$ cat config.mk
export PLATFORM = sky130hd
export DESIGN_NAME = pgwalk_top
export DESIGN_NICKNAME = d
export VERILOG_FILES = /design/src/rtl/pgwalk_pkg.sv /design/src/rtl/pgwalk_remap.sv /design/src/rtl/pgwalk_l2dec.sv /design/src/rtl/pgwalk_perm.sv /design/src/rtl/pgwalk_top.sv
export SDC_FILE = /design/constraint.sdc
export NUM_CORES = 1
export LEC_CHECK = 0
export ABC_AREA = 0
export BUFFER_PORTS_ARGS = -buffer_cell sky130_fd_sc_hd__buf_2
export CAP_MARGIN = 20
export CORE_MARGIN = 3
export CORE_UTILIZATION = 45
export CTS_CLUSTER_DIAMETER = 150
export CTS_CLUSTER_SIZE = 10
export DETAILED_ROUTE_END_ITERATION = 6
export GPL_ROUTABILITY_DRIVEN = 1
export GPL_TIMING_DRIVEN = 0
export PLACE_DENSITY = 0.82
export SLEW_MARGIN = 20
export SYNTH_ARGS = -nofsm -noshare
export SYNTH_HDL_FRONTEND = slang
export SYNTH_SLANG_ARGS = --single-unit
export TNS_END_PERCENT = 1
$ cat constraint.sdc
create_clock -name clk -period 5.7 [get_ports clk]
set_input_delay 0.57 -clock clk [delete_from_list [all_inputs] [get_ports clk]]
set_output_delay 0.57 -clock clk [all_outputs]
set_load 0.02 [all_outputs]
$ cat src/rtl/pgwalk_pkg.sv
// Shared constants for the page table walker: walk states, access kinds,
// descriptor type codes and fault codes.
package pgwalk_pkg;
    localparam int unsigned AW   = 32;
    localparam int unsigned FS_W = 8;

    typedef enum logic [1:0] {
        ST_IDLE = 2'd0,
        ST_L1   = 2'd1,
        ST_L2   = 2'd2
    } walk_state_t;

    localparam logic [1:0] ACC_STORE = 2'b01;

    localparam logic [1:0] L1_FAULT   = 2'b00;
    localparam logic [1:0] L1_COARSE  = 2'b01;
    localparam logic [1:0] L1_SECTION = 2'b10;
    localparam logic [1:0] L1_FINE    = 2'b11;

    localparam logic [3:0] FC_SEC_XLATE  = 4'd5;
    localparam logic [3:0] FC_PAGE_XLATE = 4'd7;
    localparam logic [3:0] FC_SEC_DOM    = 4'd9;
    localparam logic [3:0] FC_PAGE_DOM   = 4'd11;
    localparam logic [3:0] FC_SEC_PERM   = 4'd13;
    localparam logic [3:0] FC_PAGE_PERM  = 4'd15;
endpackage

$ cat src/rtl/pgwalk_remap.sv
// Low-address remap: adds the process ID to addresses under LIMIT.
// Assumes the sum wraps modulo 2^AW. Purely combinational.
module pgwalk_remap #(
    parameter int unsigned    AW    = 32,
    parameter logic [AW-1:0]  LIMIT = 'h0200_0000
) (
    input  logic [AW-1:0] vaddr,
    input  logic [AW-1:0] pid,
    output logic [AW-1:0] mvaddr
);
    // Select the remapped or the original address.
    assign mvaddr = (vaddr < LIMIT) ? vaddr + pid : vaddr;
endmodule

$ cat src/rtl/pgwalk_l2dec.sv
// Second-level descriptor decode: page type, physical address and the
// AP field. Assumes 32-bit descriptors; tiny pages are legal only when
// the table is fine. Purely combinational.
module pgwalk_l2dec (
    input  logic [31:0] desc,
    input  logic [31:0] va,
    input  logic        fine,
    output logic        valid,
    output logic [31:0] pa,
    output logic [1:0]  ap
);
    logic [1:0] sub_ap;

    // Pick the subpage AP pair chosen by va[11:10].
    always_comb begin
        unique case (va[11:10])
            2'd0: sub_ap = desc[5:4];
            2'd1: sub_ap = desc[7:6];
            2'd2: sub_ap = desc[9:8];
            default: sub_ap = desc[11:10];
        endcase
    end

    // Decode the page type into address and permission field.
    always_comb begin
        valid = 1'b1;
        pa    = '0;
        ap    = sub_ap;
        unique case (desc[1:0])
            2'b01: pa = {desc[31:16], va[15:0]};
            2'b10: pa = {desc[31:12], va[11:0]};
            2'b11: begin
                valid = fine;
                pa    = {desc[31:10], va[9:0]};
                ap    = desc[5:4];
            end
            default: valid = 1'b0;
        endcase
    end
endmodule

$ cat src/rtl/pgwalk_perm.sv
// Access permission decode from AP, domain access value, access kind,
// privilege and the two protection-select bits. Write permission is
// only ever granted together with read permission. Combinational.
module pgwalk_perm
    import pgwalk_pkg::*;
(
    input  logic [1:0] ap,
    input  logic [1:0] dom_acc,
    input  logic [1:0] kind,
    input  logic       user,
    input  logic [1:0] prot_sel,
    output logic       can_rd,
    output logic       can_wr
);
    logic is_wr;
    assign is_wr = (kind == ACC_STORE);

    // Evaluate the permission table.
    always_comb begin
        can_rd = 1'b0;
        can_wr = 1'b0;
        if (dom_acc == 2'b11) begin
            can_rd = 1'b1;
            can_wr = 1'b1;
        end else begin
            unique case (ap)
                2'b00: begin
                    if (!is_wr) begin
                        if (prot_sel == 2'b10)      can_rd = 1'b1;
                        else if (prot_sel == 2'b01) can_rd = !user;
                    end
                end
                2'b01: begin
                    can_rd = !user;
                    can_wr = !user;
                end
                2'b10: begin
                    can_rd = !(user && is_wr);
                    can_wr = !user;
                end
                default: begin
                    can_rd = 1'b1;
                    can_wr = 1'b1;
                end
            endcase
        end
    end
endmodule

$ cat src/rtl/pgwalk_top.sv
// Two-level page table walker. Captures a request, reads the first-level
// descriptor, optionally a second-level one, and reports an address with
// permissions or a fault status. Assumes one walk at a time and a memory
// port that may answer in the same cycle as the request.
module pgwalk_top
    import pgwalk_pkg::*;
#(
    parameter logic [31:0] REMAP_LIMIT = 32'h0200_0000
) (
    input  logic            clk,
    input  logic            rst_n,
    input  logic            req_valid,
    input  logic [AW-1:0]   req_vaddr,
    input  logic [1:0]      req_kind,
    input  logic            req_user,
    input  logic [AW-1:0]   ttb_base,
    input  logic [31:0]     dom_ctl,
    input  logic [1:0]      prot_sel,
    input  logic [AW-1:0]   ctx_pid,
    output logic            mem_rd_valid,
    output logic [AW-1:0]   mem_rd_addr,
    input  logic            mem_rsp_valid,
    input  logic [31:0]     mem_rsp_data,
    output logic            walk_done,
    output logic            walk_fault,
    output logic [FS_W-1:0] fault_status,
    output logic [AW-1:0]   phys_addr,
    output logic            perm_read,
    output logic            perm_write
);
    walk_state_t state_q;
    logic [AW-1:0] va_q, l2a_q, mva;
    logic [17:0]   ttb_q;
    logic [31:0]   dctl_q;
    logic [1:0]    kind_q, prot_q, dacc_q;
    logic          user_q, fine_q;
    logic [3:0]    dom_q;

    logic [1:0]  l1_type, l1_dacc, ap_sel, dacc_sel, l2_ap;
    logic [3:0]  l1_dom;
    logic [31:0] dacc_shift, sec_pa, l2_idx, l2_pa;
    logic        l2_ok, can_rd, can_wr;

    logic        fin, fin_fault, go_l2;
    logic [3:0]  fin_code, fin_dom;
    logic [31:0] fin_pa;

    pgwalk_remap #(.AW(AW), .LIMIT(REMAP_LIMIT)) remap_i (
        .vaddr(req_vaddr), .pid(ctx_pid), .mvaddr(mva)
    );

    pgwalk_l2dec l2dec_i (
        .desc(mem_rsp_data), .va(va_q), .fine(fine_q),
        .valid(l2_ok), .pa(l2_pa), .ap(l2_ap)
    );

    pgwalk_perm perm_i (
        .ap(ap_sel), .dom_acc(dacc_sel), .kind(kind_q), .user(user_q),
        .prot_sel(prot_q), .can_rd(can_rd), .can_wr(can_wr)
    );

    // First-level field extraction and second-level table index.
    always_comb begin
        l1_type    = mem_rsp_data[1:0];
        l1_dom     = mem_rsp_data[8:5];
        dacc_shift = dctl_q >> {l1_dom, 1'b0};
        l1_dacc    = dacc_shift[1:0];
        sec_pa     = {mem_rsp_data[31:20], va_q[19:0]};
        l2_idx     = (l1_type == L1_COARSE)
                   ? {mem_rsp_data[31:10], va_q[19:12], 2'b00}
                   : {mem_rsp_data[31:12], va_q[19:10], 2'b00};
        ap_sel     = (state_q == ST_L2) ? l2_ap  : mem_rsp_data[11:10];
        dacc_sel   = (state_q == ST_L2) ? dacc_q : l1_dacc;
    end

    // Read port drive.
    assign mem_rd_valid = (state_q != ST_IDLE);
    assign mem_rd_addr  = (state_q == ST_L2) ? l2a_q
                                             : {ttb_q, va_q[31:20], 2'b00};

    // Decide the outcome of the read that returns this cycle.
    always_comb begin
        fin = 1'b0; fin_fault = 1'b0; go_l2 = 1'b0;
        fin_code = '0; fin_dom = '0; fin_pa = '0;
        if (mem_rsp_valid && state_q == ST_L1) begin
            fin_dom = l1_dom;
            if (l1_type == L1_FAULT) begin
                fin = 1'b1; fin_fault = 1'b1; fin_code = FC_SEC_XLATE;
            end else if (!l1_dacc[0]) begin
                fin = 1'b1; fin_fault = 1'b1;
                fin_code = (l1_type == L1_SECTION) ? FC_SEC_DOM : FC_PAGE_DOM;
            end else if (l1_type == L1_SECTION) begin
                fin = 1'b1;
                if (!(can_rd || can_wr)) begin
                    fin_fault = 1'b1; fin_code = FC_SEC_PERM;
                end else begin
                    fin_pa = sec_pa;
                end
            end else begin
                go_l2 = 1'b1;
            end
        end else if (mem_rsp_valid && state_q == ST_L2) begin
            fin = 1'b1;
            fin_dom = dom_q;
            if (!l2_ok) begin
                fin_fault = 1'b1; fin_code = FC_PAGE_XLATE;
            end else if (!(can_rd || can_wr)) begin
                fin_fault = 1'b1; fin_code = FC_PAGE_PERM;
            end else begin
                fin_pa = l2_pa;
            end
        end
    end

    // Walk state, captured request and result registers.
    always_ff @(posedge clk) begin
        if (!rst_n) begin
            state_q      <= ST_IDLE;
            va_q         <= '0;
            ttb_q        <= '0;
            dctl_q       <= '0;
            kind_q       <= '0;
            prot_q       <= '0;
            user_q       <= 1'b0;
            l2a_q        <= '0;
            fine_q       <= 1'b0;
            dom_q        <= '0;
            dacc_q       <= '0;
            walk_done    <= 1'b0;
            walk_fault   <= 1'b0;
            fault_status <= '0;
            phys_addr    <= '0;
            perm_read    <= 1'b0;
            perm_write   <= 1'b0;
        end else begin
            walk_done <= 1'b0;
            if (state_q == ST_IDLE && req_valid) begin
                va_q    <= mva;
                ttb_q   <= ttb_base[31:14];
                dctl_q  <= dom_ctl;
                kind_q  <= req_kind;
                prot_q  <= prot_sel;
                user_q  <= req_user;
                state_q <= ST_L1;
            end
            if (go_l2) begin
                l2a_q   <= l2_idx;
                fine_q  <= (l1_type == L1_FINE);
                dom_q   <= l1_dom;
                dacc_q  <= l1_dacc;
                state_q <= ST_L2;
            end
            if (fin) begin
                walk_done    <= 1'b1;
                walk_fault   <= fin_fault;
                fault_status <= fin_fault ? {fin_dom, fin_code} : '0;
                phys_addr    <= fin_pa;
                perm_read    <= !fin_fault && can_rd;
                perm_write   <= !fin_fault && can_wr;
                state_q      <= ST_IDLE;
            end
        end
    end
endmodule

==> summary.txt, run 1 <==
routability congestion estimate from global placement -> 0.953
crit-path max FO -> 10
min Tclk post-route -> 3470 ps
via-per-instance ratio -> 5.70
initial antenna violation count -> 2
Die X -> 148 um
power consumption -> 3.09 mW
Seq. cell area -> 3400 um^2
Clock Latency Late Sink -> 440 ps
ratio of cells with drive above 1 in the final layout -> 24.3%
Post-CTS Resized -> 0
Root Driver -> clkbuf_16
CP bufs+invs -> 2
# clock sinks -> 170
Max-cap violations -> 0
Synth warnings -> 0
post-synthesis register bit count -> 170
Critical Path AT -> 3840 ps
highest clock rate -> 0.288 GHz
total gr overflow -> 0
Synth Flop Type -> dfxtp_1
largest net degree at the start of global routing -> 17
Async S/R FF share, synth -> 0%
Mean Syn Cell Area -> 8.26 um^2
H-tree Lvls -> 4
Core Region -> 19,600 um^2
total vias in the final route -> 9,228
DP Cell Count -> 1,584
Synth top area share -> 37.8%
Initial DRT Pass Iterations -> 5
VDD IR-drop max -> 0.000169 V
final antenna-violating net count -> 0
Bufs on Longest Clock Path -> 2
Final Hold Viols -> 0
Setup TNS Final -> 0 ps
outcome -> finished, final reports clean
pwr dens -> 277 nW/um^2
Slew Viols, Final -> 0
CP Data Required Time -> 6070 ps
Setup WS pre-CTS -> 2050 ps
Initial Util -> 46.0%
GR Util All Layers -> 26.1%
Setup Crit Path Kind -> reg2reg
CTS buffer count -> 17
Clk pin slew, worst setup/hold paths -> 60 ps
crit-path cells -> nor2b_1, buf_2, buf_1, nand2_1, o22a_1, ha_1, mux2i_1, a31oi_1, a41oi_1, a211o_1, nor3_4, a22o_1
final setup vio count -> 0
CP peak stage delay -> 470 ps
top cells by area, synth -> dfxtp_1, nand2_1, a21oi_1, ha_1, mux2_2
nets -> 1,547
top-count cell post-synth -> nand2_1
TritonCTS clock tree -> yes
Top delay family on crit path -> compound AO/OA/AOI/OAI gates
Port-buffer cells -> 227
RSZ-0062 raised after global routing -> no
Detailed Route WL -> 29,100 um
cells after synthesis -> 1,091
sequential share of the synthesized area -> 37.8%
Leak -> 4.86 nW
fin crit share -> 60.9%
Clock Skew -> 12.1 ps
CTS hold repair buffers -> 0
Layout area overhead -> 23.4%
Netlist cell types -> 71
final instance count without filler cells -> 1,618
vias in the first global route -> 8,699
CP Capture Type -> register
slew of the pin with the lowest slew margin -> 720 ps
DRC viols -> 0
DIE AREA -> 21,800 um^2
slew margin rel. -> 52.0%
HPWL Detailed -> 22,700 um
Startpoint Class -> register
worst setup margin -> 2230 ps
height of the chip -> 148 um
Initial DRC Count -> 528
fillers -> 1,809
Synth area leader -> dfxtp_1
IO Pins -> 246
Crit-path slowest cell -> buf_1
Setup Buffers After CTS -> 0
FP Rows -> 51
synthesized area -> 9010 um^2
Post-synth EDFFs -> 0
Hold WC Path Type -> in2reg
first-pass GRT wire length -> 45,000 um
WL/cell -> 18.0 um
multi-input logic area -> 5210 um^2
most common library cells after synthesis -> nand2_1, dfxtp_1, a21oi_1
-- area by class of cell --
cell class                 count  area share [%]
tap                          265            2.98
multi-input combinational    829            46.9
buffer                        72            2.87
inverter                      21           0.709
timing repair buffer         227            10.2
antenna                        3          0.0675
clock inverter                10            1.45
sequential                   170            30.6
clock buffer                  21            4.23
-- metal layers --
layer	vias to the layer above	track usage, %	wire length (um)
met5	-	0	0
met4	0	11.8	1110
met3	67	3.83	1950
met2	411	43.4	13800
met1	4339	33.6	12300
li1	4411	-	-
-- flip-flops by register name, indices dropped and copies added (netlist names), 2 cells and up --
register and flops:
prot_q 2, phys_addr 32, dacc_q 2, dctl_q 32, va_q 32, fault_status 8, kind_q 2, state_q 2
l2a_q 30, ttb_q 18, dom_q 4
-- cells in the final DEF, fill, tap and decap left out, types with 9 or more instances in the layout --
master and n:
a211oi_1 16, a21o_1 9, a21oi_1 119, a221o_1 10
a22o_1 33, a311oi_1 17, a31oi_1 12, and2_1 10
buf_2 236, clkbuf_1 50, clkbuf_16 17, dfxtp_1 170
ha_1 39, inv_1 21, mux2_2 32, mux2i_1 11
nand2_1 241, nand3_1 16, nor2_1 66, nor3_1 20
o21a_1 13, o21ai_0 45
-- worst register-to-register path, stage by stage (launching register included) --
cell	delay, ps
dfxtp_1	380
nor2b_1	140
buf_2	240
buf_1	470
nand2_1	100
o22a_1	230
ha_1	330
mux2i_1	140
a31oi_1	290
a41oi_1	160
a211o_1	360
nor3_4	360
a22o_1	210
-- path summary, 6_finish.rpt --
path                           to  cells past startpoint             start  slack, ps
setup / recovery  fault_status[5]                     12        state_q[1]       2230
hold / removal      phys_addr[27]                      2  mem_rsp_data[27]        370
setup reg to reg  fault_status[5]                     12        state_q[1]       2230
hold reg to reg         kind_q[1]                      2         kind_q[1]        450
-- where the power goes --
part | leakage, nW | switching, mW | internal (mW)
registers | 1.39 | 0.0336 | 1.24
logic | 3.16 | 0.345 | 0.214
clock network | 0.314 | 0.483 | 0.768
total | 4.86 | 0.861 | 2.22
-- stage by stage --
step | utilization, % | area [um^2] | hold WS (ps)
global route | 56.8 | 11100 | 366
finish | 56.8 | 11100 | 367
CTS | 56.7 | 11100 | 360
global placement | 53.5 | 10500 | 433
floorplan | - | 9010 | 431
detailed placement | 53.5 | 10500 | 441
-- kinds of logic (layout without fill, tap and decap cells) --
logic type,after synthesis,after routing,share of synthesized area (%)
mux,51,51,7.26
flops,170,170,37.8
compound gates,315,315,23.5
other cells,1,5,0.0416
buf+inv,93,351,4.42
simple gates,408,408,20.1
xor+xnor,13,13,1.26
fa+ha+maj,40,40,5.64
Note: power is estimated with default switching activity, not from simulation.
==> run 2: changes to the inputs <==
Clock period 5.7 ns to 3.6 ns, I/O delays scaled along.
==> summary.txt, run 2 (synthesized netlist as in run 1, its figures left out) <==
final antenna-violating net count -> 0
Slew Viols, Final -> 0
Min-Delay Endpoint -> phys_addr[27]
WL/cell -> 18.0 um
final core utilization -> 56.8%
# clock sinks -> 170
DRC viols -> 0
Clock Skew -> 11.5 ps
Hold Path Stages -> 2
Bufs on Longest Clock Path -> 2
Setup Crit Path Kind -> reg2reg
Max-cap violations -> 0
HP Start -> mem_rsp_data[27]
via-per-instance ratio -> 5.70
first-pass GRT wire length -> 45,000 um
Setup Buffers After CTS -> 0
Initial DRC Count -> 512
Setup TNS Final -> 0 ps
Initial DRT Pass Iterations -> 5
Core Region -> 19,600 um^2
Detailed Route WL -> 29,100 um
DIE AREA -> 21,800 um^2
HPWL Detailed -> 22,700 um
TritonCTS clock tree -> yes
fin crit share -> 91.0%
reg-to-reg endpoint -> fault_status[5]
Leak -> 4.86 nW
CP Data Required Time -> 3970 ps
VDD IR-drop max -> 0.000267 V
routability congestion estimate from global placement -> 0.953
most common cell after layout, fill and taps aside -> nand2_1
CP Capture Type -> register
FP Rows -> 51
reg2reg start -> state_q[1]
Critical Path AT -> 3650 ps
initial antenna violation count -> 2
final instance count without filler cells -> 1,618
Hold WC Path Type -> in2reg
Register-to-Register Path Depth -> 12
pwr dens -> 439 nW/um^2
highest clock rate -> 0.305 GHz
most frequent cells in the layout -> nand2_1, buf_2, dfxtp_1, a21oi_1, nor2_1
outcome -> finished, final reports clean
crit-path max FO -> 10
Port-buffer cells -> 227
total vias in the final route -> 9,226
GR Util All Layers -> 26.1%
vias in the first global route -> 8,699
biggest regs -> dctl_q (32), phys_addr (32), va_q (32)
height of the chip -> 148 um
IO Pins -> 246
H-tree Lvls -> 4
Startpoint Class -> register
ratio of cells with drive above 1 in the final layout -> 24.4%
Clk pin slew, worst setup/hold paths -> 60 ps
r2r setup slk -> 330 ps
Die X -> 148 um
CTS buffer count -> 17
slew of the pin with the lowest slew margin -> 716 ps
total gr overflow -> 0
Layout area overhead -> 23.4%
Final Hold Viols -> 0
DP Cell Count -> 1,584
RSZ-0062 raised after global routing -> no
slew margin rel. -> 52.2%
Root Driver -> clkbuf_16
crit path launch -> state_q[1]
min Tclk post-route -> 3270 ps
largest net degree at the start of global routing -> 17
Initial Util -> 46.0%
Clock Latency Late Sink -> 430 ps
final setup vio count -> 0
nets -> 1,547
## run 2: final cells by class
cell class	count	area (um^2)
fillers	1808	8470
repair buffers	227	1140
diodes	3	7.51
multi-input cells	829	5210
clock inverters	10	161
well taps	265	332
plain buffers	72	320
inverters	21	78.8
flip-flops and latches	170	3400
clock buffers	21	470
## run 2: timing repair
| item | in CTS | in global routing |
|---|---|---|
| hold buffers | 0 | 0 |
| setup endpoints to repair | 0 | 9 |
| resized for setup | 0 | 1 |
## run 2: power breakdown
part	leakage, nW	switching [mW]	internal [mW]
sequential	1.39	0.0530	1.97
combinational	3.16	0.545	0.340
clock	0.314	0.766	1.22
total	4.86	1.36	3.52
## run 2: worst max path at each step
stage,cells past startpoint,to
after floorplan,12,fault_status[5]
after global placement,12,fault_status[5]
after detailed placement,13,fault_status[5]
after CTS,12,fault_status[5]
after global routing,12,fault_status[5]
final,12,fault_status[5]
## run 2: metrics by stage
step | setup WS [ps] | total power, mW | hold slack [ps] | cell area [um^2]
after global placement | 171 | 2.91 | 433 | 10500
after CTS | 129 | 4.88 | 150 | 11100
after detailed placement | 156 | 2.93 | 441 | 10500
after global routing | 93.0 | 5.07 | 156 | 11100
final | 325 | 4.89 | 157 | 11100
after floorplan | 683 | 2.61 | 431 | 9010
## run 2: worst max-delay path, stage by stage, from the launching register on
cell and delay (ps):
dfxtp_1 380, nor2b_1 140, buf_2 240, clkbuf_2 310, nand2_1 90, o22a_1 230
ha_1 310, mux2i_1 140, a31oi_1 290, a41oi_1 160, a211o_1 360, nor3_4 360
a22o_1 210
## run 2: metal layers
| layer | up-vias | track usage (%) | part of all wire, % |
|---|---|---|---|
| met5 | - | 0 | 0 |
| met4 | 0 | 11.8 | 3.9 |
| met3 | 76 | 3.83 | 6.9 |
| met2 | 423 | 43.4 | 47 |
| met1 | 4320 | 33.6 | 42 |
| li1 | 4407 | - | - |
